===== config.mk =====
export PLATFORM = sky130hd
export DESIGN_NAME = slip_codec
export DESIGN_NICKNAME = d
export VERILOG_FILES = /design/src/rtl/slip_pkg.sv /design/src/rtl/slip_match.sv /design/src/rtl/slip_enc.sv /design/src/rtl/slip_dec.sv /design/src/rtl/slip_codec.sv
export SDC_FILE = /design/constraint.sdc
export NUM_CORES = 1
export LEC_CHECK = 0
export BUFFER_PORTS_ARGS = -buffer_cell sky130_fd_sc_hd__buf_2
export CORE_MARGIN = 2
export CORE_UTILIZATION = 35
export DETAILED_ROUTE_END_ITERATION = 8
export GPL_TIMING_DRIVEN = 0
export PLACE_DENSITY_LB_ADDON = 0.12
export REMOVE_ABC_BUFFERS = 1
export SLEW_MARGIN = 20
export SYNTH_ARGS = -nofsm -noshare
export SYNTH_HDL_FRONTEND = slang
export SYNTH_SLANG_ARGS = --single-unit

===== constraint.sdc =====
create_clock -name clk -period 2.93 [get_ports clk]
set_input_delay 0.586 -clock clk [delete_from_list [all_inputs] [get_ports clk]]
set_output_delay 0.586 -clock clk [all_outputs]
set_load 0.01 [all_outputs]

===== src/rtl/slip_pkg.sv =====
package slip_pkg;
    localparam int NUM_CHARS = 4;
    localparam int BYTE_W    = 8;

    // Character slots; the slot index is the tie-break priority
    localparam int SLOT_SEP  = 0;
    localparam int SLOT_ESC  = 1;
    localparam int SLOT_XON  = 2;
    localparam int SLOT_XOFF = 3;

    // Default configuration set
    localparam logic [NUM_CHARS-1:0][BYTE_W-1:0] DFLT_CHARS  = {8'h13, 8'h11, 8'hDB, 8'hC0};
    localparam logic [NUM_CHARS-1:0][BYTE_W-1:0] DFLT_SEQ_HI = {8'hDB, 8'hDB, 8'hDB, 8'hDB};
    localparam logic [NUM_CHARS-1:0][BYTE_W-1:0] DFLT_SEQ_LO = {8'hDF, 8'hDE, 8'hDD, 8'hDC};
endpackage


===== src/rtl/slip_match.sv =====
// Masked parallel compare of a key against a table; lowest index wins.
module slip_match #(
    parameter int KW = 8,
    parameter int N  = 4,
    localparam int IW = (N > 1) ? $clog2(N) : 1
) (
    input  logic [N-1:0][KW-1:0] tbl,
    input  logic [N-1:0]         en,
    input  logic [KW-1:0]        key,
    output logic                 hit,
    output logic [IW-1:0]        idx
);
    logic [N-1:0] eq;

    for (genvar g = 0; g < N; g++) begin : g_cmp
        assign eq[g] = en[g] && (tbl[g] == key);
    end

    always_comb begin
        hit = 1'b0;
        idx = '0;
        for (int i = N - 1; i >= 0; i--) begin
            if (eq[i]) begin
                hit = 1'b1;
                idx = IW'(i);
            end
        end
    end
endmodule


===== src/rtl/slip_enc.sv =====
// Encode path: separator wrapping and reserved-byte substitution.
module slip_enc #(
    parameter int W = 8,
    parameter int N = 4
) (
    input  logic               clk,
    input  logic               rst_n,
    input  logic               frame_en,
    input  logic [N-1:0][W-1:0] chars,
    input  logic [N-1:0][W-1:0] seq_hi,
    input  logic [N-1:0][W-1:0] seq_lo,
    input  logic [N-1:0]       en,
    input  logic               in_valid,
    output logic               in_ready,
    input  logic [W-1:0]       in_data,
    input  logic               in_last,
    output logic               out_valid,
    input  logic               out_ready,
    output logic [W-1:0]       out_data,
    output logic               out_last
);
    localparam int IW = (N > 1) ? $clog2(N) : 1;

    typedef struct packed {
        logic         ov;     // output register valid
        logic [W-1:0] od;
        logic         ol;
        logic         pv;     // second escape byte pending
        logic [W-1:0] pd;
        logic         pl;     // pending byte closes the frame
        logic         cl;     // closing separator pending
        logic         op;     // next byte opens a frame
    } enc_st_t;

    enc_st_t st_q, st_d;
    logic          hit;
    logic [IW-1:0] hidx;
    logic          can_load;

    slip_match #(.KW(W), .N(N)) i_match (
        .tbl (chars),
        .en  (en),
        .key (in_data),
        .hit (hit),
        .idx (hidx)
    );

    always_comb begin
        st_d     = st_q;
        can_load = !st_q.ov || out_ready;
        in_ready = can_load && !st_q.pv && !st_q.cl && !(st_q.op && frame_en);
        if (can_load) begin
            st_d.ov = 1'b0;
            st_d.ol = 1'b0;
            if (st_q.pv) begin
                st_d.ov = 1'b1;
                st_d.od = st_q.pd;
                st_d.ol = st_q.pl && !frame_en;
                st_d.pv = 1'b0;
                if (st_q.pl) begin
                    if (frame_en) st_d.cl = 1'b1;
                    else          st_d.op = 1'b1;
                end
            end else if (st_q.cl) begin
                st_d.ov = 1'b1;
                st_d.od = chars[slip_pkg::SLOT_SEP];
                st_d.ol = 1'b1;
                st_d.cl = 1'b0;
                st_d.op = 1'b1;
            end else if (in_valid && st_q.op && frame_en) begin
                st_d.ov = 1'b1;
                st_d.od = chars[slip_pkg::SLOT_SEP];
                st_d.op = 1'b0;
            end else if (in_valid) begin
                st_d.op = 1'b0;
                st_d.ov = 1'b1;
                if (hit) begin
                    st_d.od = seq_hi[hidx];
                    st_d.pv = 1'b1;
                    st_d.pd = seq_lo[hidx];
                    st_d.pl = in_last;
                end else begin
                    st_d.od = in_data;
                    st_d.ol = in_last && !frame_en;
                    if (in_last) begin
                        if (frame_en) st_d.cl = 1'b1;
                        else          st_d.op = 1'b1;
                    end
                end
            end
        end
    end

    always_ff @(posedge clk) begin
        if (!rst_n) begin
            st_q    <= '0;
            st_q.op <= 1'b1;
        end else begin
            st_q <= st_d;
        end
    end

    assign out_valid = st_q.ov;
    assign out_data  = st_q.od;
    assign out_last  = st_q.ol;
endmodule


===== src/rtl/slip_dec.sv =====
// Decode path: separator removal, pair substitution and frame-end marking.
module slip_dec #(
    parameter int W = 8,
    parameter int N = 4
) (
    input  logic               clk,
    input  logic               rst_n,
    input  logic               frame_en,
    input  logic [N-1:0][W-1:0] chars,
    input  logic [N-1:0][W-1:0] seq_hi,
    input  logic [N-1:0][W-1:0] seq_lo,
    input  logic [N-1:0]       en,
    input  logic               in_valid,
    output logic               in_ready,
    input  logic [W-1:0]       in_data,
    input  logic               in_last,
    output logic               out_valid,
    input  logic               out_ready,
    output logic [W-1:0]       out_data,
    output logic               out_last,
    output logic               err
);
    localparam int IW = (N > 1) ? $clog2(N) : 1;

    typedef struct packed {
        logic         ov;     // output register
        logic [W-1:0] od;
        logic         ol;
        logic         hv;     // held decoded byte
        logic [W-1:0] hd;
        logic         hf;     // held byte ends the frame
        logic         ev;     // escape-start byte pending
        logic [W-1:0] ed;
        logic         er;     // error pulse
    } dec_st_t;

    dec_st_t st_q, st_d;

    logic [N-1:0][2*W-1:0] pair_tbl;
    logic          start_hit, pair_hit;
    logic [IW-1:0] start_idx, pair_idx;
    logic          can_load, is_sep;
    logic          dv, de;
    logic [W-1:0]  dd;

    for (genvar g = 0; g < N; g++) begin : g_pair
        assign pair_tbl[g] = {seq_hi[g], seq_lo[g]};
    end

    slip_match #(.KW(W), .N(N)) i_start (
        .tbl (seq_hi),
        .en  (en),
        .key (in_data),
        .hit (start_hit),
        .idx (start_idx)
    );

    slip_match #(.KW(2*W), .N(N)) i_pair (
        .tbl (pair_tbl),
        .en  (en),
        .key ({st_q.ed, in_data}),
        .hit (pair_hit),
        .idx (pair_idx)
    );

    assign is_sep = frame_en && (in_data == chars[slip_pkg::SLOT_SEP]);

    always_comb begin
        st_d     = st_q;
        st_d.er  = 1'b0;
        can_load = !st_q.ov || out_ready;
        in_ready = 1'b0;
        dv       = 1'b0;
        de       = 1'b0;
        dd       = in_data;
        if (can_load) begin
            st_d.ov = 1'b0;
            st_d.ol = 1'b0;
            if (st_q.hv && st_q.hf) begin
                st_d.ov = 1'b1;
                st_d.od = st_q.hd;
                st_d.ol = 1'b1;
                st_d.hv = 1'b0;
                st_d.hf = 1'b0;
            end else if (in_valid) begin
                if (st_q.ev) begin
                    st_d.ev = 1'b0;
                    dv      = 1'b1;
                    if (pair_hit) begin
                        in_ready = 1'b1;
                        dd       = chars[pair_idx];
                        de       = in_last;
                    end else begin
                        // release the escape byte alone; current byte is retried
                        st_d.er = 1'b1;
                        dd      = st_q.ed;
                    end
                end else if (is_sep) begin
                    in_ready = 1'b1;
                    if (st_q.hv) begin
                        st_d.ov = 1'b1;
                        st_d.od = st_q.hd;
                        st_d.ol = 1'b1;
                        st_d.hv = 1'b0;
                    end
                end else if (start_hit && !in_last) begin
                    in_ready = 1'b1;
                    st_d.ev  = 1'b1;
                    st_d.ed  = in_data;
                end else begin
                    in_ready = 1'b1;
                    dv       = 1'b1;
                    de       = in_last;
                    st_d.er  = start_hit;
                end
            end
            if (dv) begin
                if (st_q.hv) begin
                    st_d.ov = 1'b1;
                    st_d.od = st_q.hd;
                    st_d.ol = 1'b0;
                end
                st_d.hv = 1'b1;
                st_d.hd = dd;
                st_d.hf = de;
            end
        end
    end

    always_ff @(posedge clk) begin
        if (!rst_n) st_q <= '0;
        else        st_q <= st_d;
    end

    assign out_valid = st_q.ov;
    assign out_data  = st_q.od;
    assign out_last  = st_q.ol;
    assign err       = st_q.er;

    logic unused_idx;
    assign unused_idx = ^start_idx;
endmodule


===== src/rtl/slip_codec.sv =====
module slip_codec #(
    parameter int W = slip_pkg::BYTE_W,
    parameter int N = slip_pkg::NUM_CHARS
) (
    input  logic               clk,
    input  logic               rst_n,
    input  logic               cfg_frame_en,
    input  logic [N-1:0][W-1:0] cfg_chars,
    input  logic [N-1:0][W-1:0] cfg_seq_hi,
    input  logic [N-1:0][W-1:0] cfg_seq_lo,
    input  logic [N-1:0]       cfg_enc_en,
    input  logic [N-1:0]       cfg_dec_en,
    input  logic               enc_in_valid,
    output logic               enc_in_ready,
    input  logic [W-1:0]       enc_in_data,
    input  logic               enc_in_last,
    output logic               enc_out_valid,
    input  logic               enc_out_ready,
    output logic [W-1:0]       enc_out_data,
    output logic               enc_out_last,
    input  logic               dec_in_valid,
    output logic               dec_in_ready,
    input  logic [W-1:0]       dec_in_data,
    input  logic               dec_in_last,
    output logic               dec_out_valid,
    input  logic               dec_out_ready,
    output logic [W-1:0]       dec_out_data,
    output logic               dec_out_last,
    output logic               dec_err
);
    slip_enc #(.W(W), .N(N)) i_enc (
        .clk       (clk),
        .rst_n     (rst_n),
        .frame_en  (cfg_frame_en),
        .chars     (cfg_chars),
        .seq_hi    (cfg_seq_hi),
        .seq_lo    (cfg_seq_lo),
        .en        (cfg_enc_en),
        .in_valid  (enc_in_valid),
        .in_ready  (enc_in_ready),
        .in_data   (enc_in_data),
        .in_last   (enc_in_last),
        .out_valid (enc_out_valid),
        .out_ready (enc_out_ready),
        .out_data  (enc_out_data),
        .out_last  (enc_out_last)
    );

    slip_dec #(.W(W), .N(N)) i_dec (
        .clk       (clk),
        .rst_n     (rst_n),
        .frame_en  (cfg_frame_en),
        .chars     (cfg_chars),
        .seq_hi    (cfg_seq_hi),
        .seq_lo    (cfg_seq_lo),
        .en        (cfg_dec_en),
        .in_valid  (dec_in_valid),
        .in_ready  (dec_in_ready),
        .in_data   (dec_in_data),
        .in_last   (dec_in_last),
        .out_valid (dec_out_valid),
        .out_ready (dec_out_ready),
        .out_data  (dec_out_data),
        .out_last  (dec_out_last),
        .err       (dec_err)
    );
endmodule


==> results.toml, run 1 <==
[clock_network]
tritoncts = "built"
clk_latency_ps = 300
cts.path.max_buffers = 2
cts.reportedPaths.clkPinSlew_ps = 70
h-tree-depth = 2
cts_num_sinks = 52
root_buffer = "clkbuf_16"
ctsHoldBuffers = 0
cts_buffers = 5

[setup_path]
regToRegSetupSlack_ps = 340
r2r_end = "i_dec.st_q[14]$_SDFFE_PN0P_"
r2r_start = "i_dec.st_q[7]$_SDFFE_PN0P_"
critPathSlowestCell = "and4_4"
endpoint_kind = "primary output"
crit_path_max_fanout = 18
path_cells = "clkbuf_4, xnor2_1, nand4_1, nor3_1, and4_4, nor4_4, a21oi_1, buf_2"
reg2reg_depth = 8
crit_type = "in -> out"
worstSetupStartpointType = "input port"
critPathArrivalTime_ps = 2270
required_ps = 2340
max_stage_delay_ps = 420

[timing]
hold_viol_final = 0
setup_viol = 0
rsz0062_at_grt = "no"
worst_slew_pin_slew_ps = 957
post-route-period-util_pct = 97.6
fmax_mhz = 350
fin_crit_ps = 2860
max_slew_margin_pct = 36.2
tns_ps = 0
skew_ps = 4.83
slew_violations = 0
holdWs_ps = 452

[routing]
dr_wl_met3_um = 1080
top_layer_used = "met5"
wire_per_inst_um = 19.9
ant_nets = 0
drt_iter0_drc = 341
drc = 0
avgViaCountPerCell = 5.35
first_pass_iters = 5
route.met2.wl_um = 8160
vias = 4780
met1_length_um = 8020
routed_wl_um = 17800

[synthesis]
synth_edf_count = 0
yosysWarnings = 0
synth_seq_area_share_pct = 21.0
synthArstFlopShare_pct = 0
synthMuxAreaShare_pct = 12.3
synth_flop_cell = "dfxtp_1"
ys_seq_elements = 52
avgSynthCellArea_um2 = 8.20
synth_top_family_by_area = "XOR/XNOR gates"
syn_inst = 606
synthAdderAreaFrac_pct = 0
syn-cell-area_mm2 = 0.00497
synth_xor_area_share_pct = 24.1
yosys.area_share.simple_pct = 20.0
synth_compound_area_share_pct = 14.3
yosys.cell_types.count = 54

[final_layout]
area_delta_synth_final_pct = 18.9
drive_gt1_share_pct = 30.0
diodes = 0
layout.nets = 842

[placement]
port_buffers = 151
place.gp.congestion = 0.897
place_hpwl_um = 14000

[hold_path]
hold_depth = 2
hold_path_end = "i_dec.out_data[2]$_SDFFE_PN0N_"
min_from = "i_dec.st_q[13]$_SDFFE_PN0P_"
hold_path.class = "reg -> reg"

[grt]
grt_util_all_layers_pct = 23.4
grt_pass1_wl_um = 26300
grt-ovfl-total = 0
antenna_found_initial = 1
grt_max_degree = 56
first_global_vias = 4591

[power_and_ir_drop]
power.total_mw = 1.94
peakVddDrop_mv = 0.221
power_density_mw_per_mm2 = 328
p_leak_nw = 2.40

[die]
dieArea_mm2 = 0.0152
die_w_um = 123
pin_count = 152
die_height_um = 123
core_area_mm2 = 0.0139
fp-row-count = 43
start_util_pct = 35.8

[job]
maxCapViolCount = 0

[outcome]
outcome = "complete, no violations"
==> worst max-delay path by stage <==
stage                   start                         end  slack [ps]
5_1_grt        dec_in_data[7]                dec_in_ready           2
6_report       dec_in_data[3]                dec_in_ready          70
2_1_floorplan  dec_in_data[7]                dec_in_ready        -320
3_5_place_dp   enc_in_data[1]  i_enc.st_q[9]$_SDFFE_PN0P_        -480
4_1_cts        dec_in_data[7]                dec_in_ready       -0.09
3_3_place_gp   dec_in_data[7]                dec_in_ready       -1710
==> sequential cells by signal (all words and copies together), names as in the netlist <==
name,flops
i_enc.out_data,8
i_enc.out_last,1
i_enc.st_q,12
i_dec.err,1
i_dec.st_q,19
i_dec.out_data,8
i_enc.out_valid,1
i_dec.out_last,1
i_dec.out_valid,1
==> through the flow <==
stage | cells | setup WS [ps] | instance area (um2) | util [%]
after global routing | 893 | 1.54 | 5910 | 42.6
after detailed placement | 879 | -479 | 5620 | 40.5
after CTS | 887 | -0.0908 | 5820 | 41.9
final | 893 | 71.0 | 5910 | 42.6
after global placement | 876 | -1710 | 5580 | 40.2
after floorplan | 545 | -323 | 4590 | -
==> report_power, final <==
part           switching [mW]  total [mW]  leakage [nW]  internal, mW
combinational           0.308       0.568          1.90         0.261
sequential             0.0180       0.750         0.425         0.732
clock                   0.280       0.617        0.0729         0.338
==> synth_stat cells (3+ instances only) <==
cell type,instances,area [um2]
nand2_1,61,229
nor4_1,8,50.1
o21ai_1,8,40.0
dfxtp_1,52,1040
mux2_1,10,113
o211a_1,8,80.1
nand2b_1,11,68.8
inv_1,11,41.3
mux2_2,22,248
xnor2_1,106,928
nand3_1,24,120
nor3_1,10,50.1
nor2b_1,21,131
buf_6,3,33.8
buf_2,17,85.1
nor2_1,16,60.1
buf_4,22,165
clkbuf_1,14,52.6
o21ai_0,13,65.1
a21oi_1,33,165
a22oi_1,8,60.1
mux2i_1,25,250
nand4_1,17,106
o221ai_1,8,70.1
a21boi_0,4,30.0
xor2_1,29,254
a222oi_1,8,80.1
==> critical path, delay by kind of cell <==
kind                      cells  cell delay (ps)
and+or+nand+nor               4              880
buffers and inverters         2              380
xor gates and xnor gates      1              240
AOI/OAI and AO/OA             1              180
==> cell families after synthesis <==
kind of cell / Yosys count
simple gates: 187
flops: 52
mux: 57
xor+xnor: 136
buf+inv: 72
compound gates: 102
==> repair_timing <==
item / in CTS / in global routing
pin swaps: 2 / 5
endpoints found under the setup margin: 9 / 17
gates resized for setup: 11 / 10
buffers inserted: 1 / 6
==> cell type report <==
type	count	area (um2)
clock inverters	1	8.76
inverters	11	41.3
flip-flops and latches	52	1050
fillers	1457	7970
well taps	180	225
repair buffers	161	871
multi-input cells	482	3580
clock buffers	6	139
==> layer usage <==
| layer | vias to the layer above | global-route usage [%] |
|---|---|---|
| li1 | 2303 | - |
| met1 | 2252 | 32.1 |
| met2 | 189 | 37.2 |
| met3 | 34 | 3.60 |
| met4 | 2 | 8.10 |
| met5 | - | 0 |
==> cell usage in the layout (no fill, tap or decap), types with 2 or more instances in the layout <==
cell,instances
buf_2,146
xnor2_1,106
nand2_1,61
dfxtp_1,48
a21oi_1,33
xor2_1,29
mux2i_1,25
nand3_1,22
mux2_2,22
nor2b_1,21
nand4_1,17
nor2_1,15
o21ai_0,13
nand2b_1,11
inv_1,11
mux2_1,10
nor3_1,9
a222oi_1,8
a22oi_1,8
o211a_1,8
o221ai_1,8
o21ai_1,8
buf_4,8
nor4_1,6
clkbuf_16,5
a21boi_0,4
dfxtp_2,4
clkbuf_4,4
nor4_4,3
nor3_2,2
nand3_2,2
nor3_4,2
a31oi_1,2
and2_1,2
nor3b_2,2
a211oi_1,2
nor3b_1,2
buf_8,2
Power figures use the tool's default switching activity.
==> inputs of run 2 (changes only) <==
--- a/config.mk
+++ b/config.mk
@@ -10,7 +10,6 @@
 export CORE_UTILIZATION = 35
 export DETAILED_ROUTE_END_ITERATION = 8
 export GPL_TIMING_DRIVEN = 0
-export PLACE_DENSITY_LB_ADDON = 0.12
 export REMOVE_ABC_BUFFERS = 1
 export SLEW_MARGIN = 20
 export SYNTH_ARGS = -nofsm -noshare
==> results.toml, run 2 (same netlist as run 1, synthesis figures left out) <==
[outcome]
outcome = "complete, no violations"

[setup_path]
critical_path.startpoint = "i_dec.st_q[3]$_SDFFE_PN0P_"
cp_num_buf_inv = 1
path_cells = "xor2_1, nor4_1, and4_1, nor4_4, a21oi_2, buf_2"
critPathArrivalTime_ps = 2250
critPathSlowestCell = "dfxtp_1"
crit_path_end = "dec_in_ready"
r2r_start = "i_dec.st_q[3]$_SDFFE_PN0P_"
max_stage_delay_ps = 550
crit_family = "simple AND/OR/NAND/NOR gates"
r2r_end = "i_dec.st_q[14]$_SDFFE_PN0P_"
crit_path_max_fanout = 8
regToRegSetupSlack_ps = 420
required_ps = 2340
worstSetupStartpointType = "flop"
reg2reg_depth = 7
worstSetupPathDepth = 6
crit_type = "reg -> out"
endpoint_kind = "primary output"

[grt]
grt_pass1_wl_um = 25400
antenna_found_initial = 0
first_global_vias = 4524
grt_util_all_layers_pct = 22.2
grt-ovfl-total = 0
grt_max_degree = 56

[timing]
fin_crit_ps = 2840
slew_violations = 0
fmax_mhz = 353
hold_viol_final = 0
post-route-period-util_pct = 96.8
max_slew_margin_pct = 37.8
rsz0062_at_grt = "no"
setup_viol = 0
worst_slew_pin_slew_ps = 933
holdWs_ps = 454
skew_ps = 3.28

[routing]
avgViaCountPerCell = 5.35
drt_iter0_drc = 392
wire_per_inst_um = 19.1
vias = 4784
drc = 0
ant_nets = 0
met1_length_um = 7750
first_pass_iters = 5
top_layer_used = "met4"
route.met2.wl_um = 7960
routed_wl_um = 17100
dr_wl_met3_um = 947

[die]
fp-row-count = 43
die_height_um = 123
dieArea_mm2 = 0.0152
pin_count = 152
core_area_mm2 = 0.0139
die_w_um = 123
start_util_pct = 35.8

[final_layout]
design_area_mm2 = 0.00589
register_area_mm2 = 0.00104
drive_gt1_share_pct = 29.8
layout.nets = 842
mostFrequentLayoutCells = "buf_2 (148), xnor2_1 (106), nand2_1 (61)"
post-route-util_pct = 42.4
largest_reg_flops = 19
multi_input_area_mm2 = 0.00358
layout_commonest_cell = "buf_2"
area_delta_synth_final_pct = 18.5
regMostFlops = "i_dec.st_q"
diodes = 0
fillCellCount = 1503
biggestRegsByFlops = "i_dec.st_q (19), i_enc.st_q (12)"

[placement]
placed_area_mm2 = 0.00561
port_buffers = 151
place.gp.congestion = 0.910
place_hpwl_um = 13400

[clock_network]
clk_latency_ps = 300
cts.path.max_buffers = 2
h-tree-depth = 2
cts.reportedPaths.clkPinSlew_ps = 70
root_buffer = "clkbuf_16"
cts_num_sinks = 52
cts_buffers = 5
tritoncts = "built"

[power_and_ir_drop]
power.total_mw = 1.93
p_leak_nw = 2.39
peakVddDrop_mv = 0.255
power_density_mw_per_mm2 = 328

[hold_path]
hold_path.class = "reg -> reg"
hold_depth = 2

[job]
maxCapViolCount = 0
run 2: final cells by class:
cell class              count  area share (%)
clock inverters             2           0.255
flip-flops and latches     52            17.7
multi-input cells         482            60.7
clock buffers               6            2.36
repair buffers            161            14.4
inverters                  11           0.701
well taps                 180            3.82
run 2: how the worst min path moves through the flow:
stage,startpoint,end,slack (ps)
floorplan,i_dec.st_q[11]$_SDFFE_PN0P_,i_dec.out_data[0]$_SDFFE_PN0N_,430
global placement,i_dec.st_q[13]$_SDFFE_PN0P_,i_dec.out_data[2]$_SDFFE_PN0N_,440
detailed placement,i_dec.st_q[16]$_SDFFE_PN0P_,i_dec.out_data[5]$_SDFFE_PN0N_,450
CTS,i_dec.st_q[16]$_SDFFE_PN0P_,i_dec.out_data[5]$_SDFFE_PN0N_,460
global route,i_dec.out_data[3]$_SDFFE_PN0N_,i_dec.out_data[3]$_SDFFE_PN0N_,480
finish,i_dec.st_q[13]$_SDFFE_PN0P_,i_dec.out_data[2]$_SDFFE_PN0N_,450
run 2: through the flow:
step	worst slack, ps	cells	setup TNS [ps]
final	94.9	894	0
after floorplan	-323	545	-2290
after detailed placement	-470	879	-5810
after CTS	6.03	889	0
after global placement	-1750	876	-30590
after global routing	7.38	894	0
run 2: metal layers:
metal	GRT usage (%)	up-vias
met5	0	-
met3	2.68	31
met1	30.1	2249
met4	7.39	0
met2	36.4	196
li1	-	2308
run 2: power by group:
group / switching (mW) / internal, mW
sequential: 0.0167 / 0.732
combinational: 0.305 / 0.260
clock: 0.277 / 0.340
run 2: repair_timing:
action,4_1_cts,5_1_grt
endpoints found under the setup margin,10,15
buffers inserted,2,5
endpoints found under the hold margin,0,0
resized for setup,10,7
hold buffers,0,0
pin swaps,2,6
run 2: worst min-delay path: cells and delay by family, from the launching register on:
kind,cells,cell delay (ps)
mux,1,50
flops,1,310
simple gates,1,50
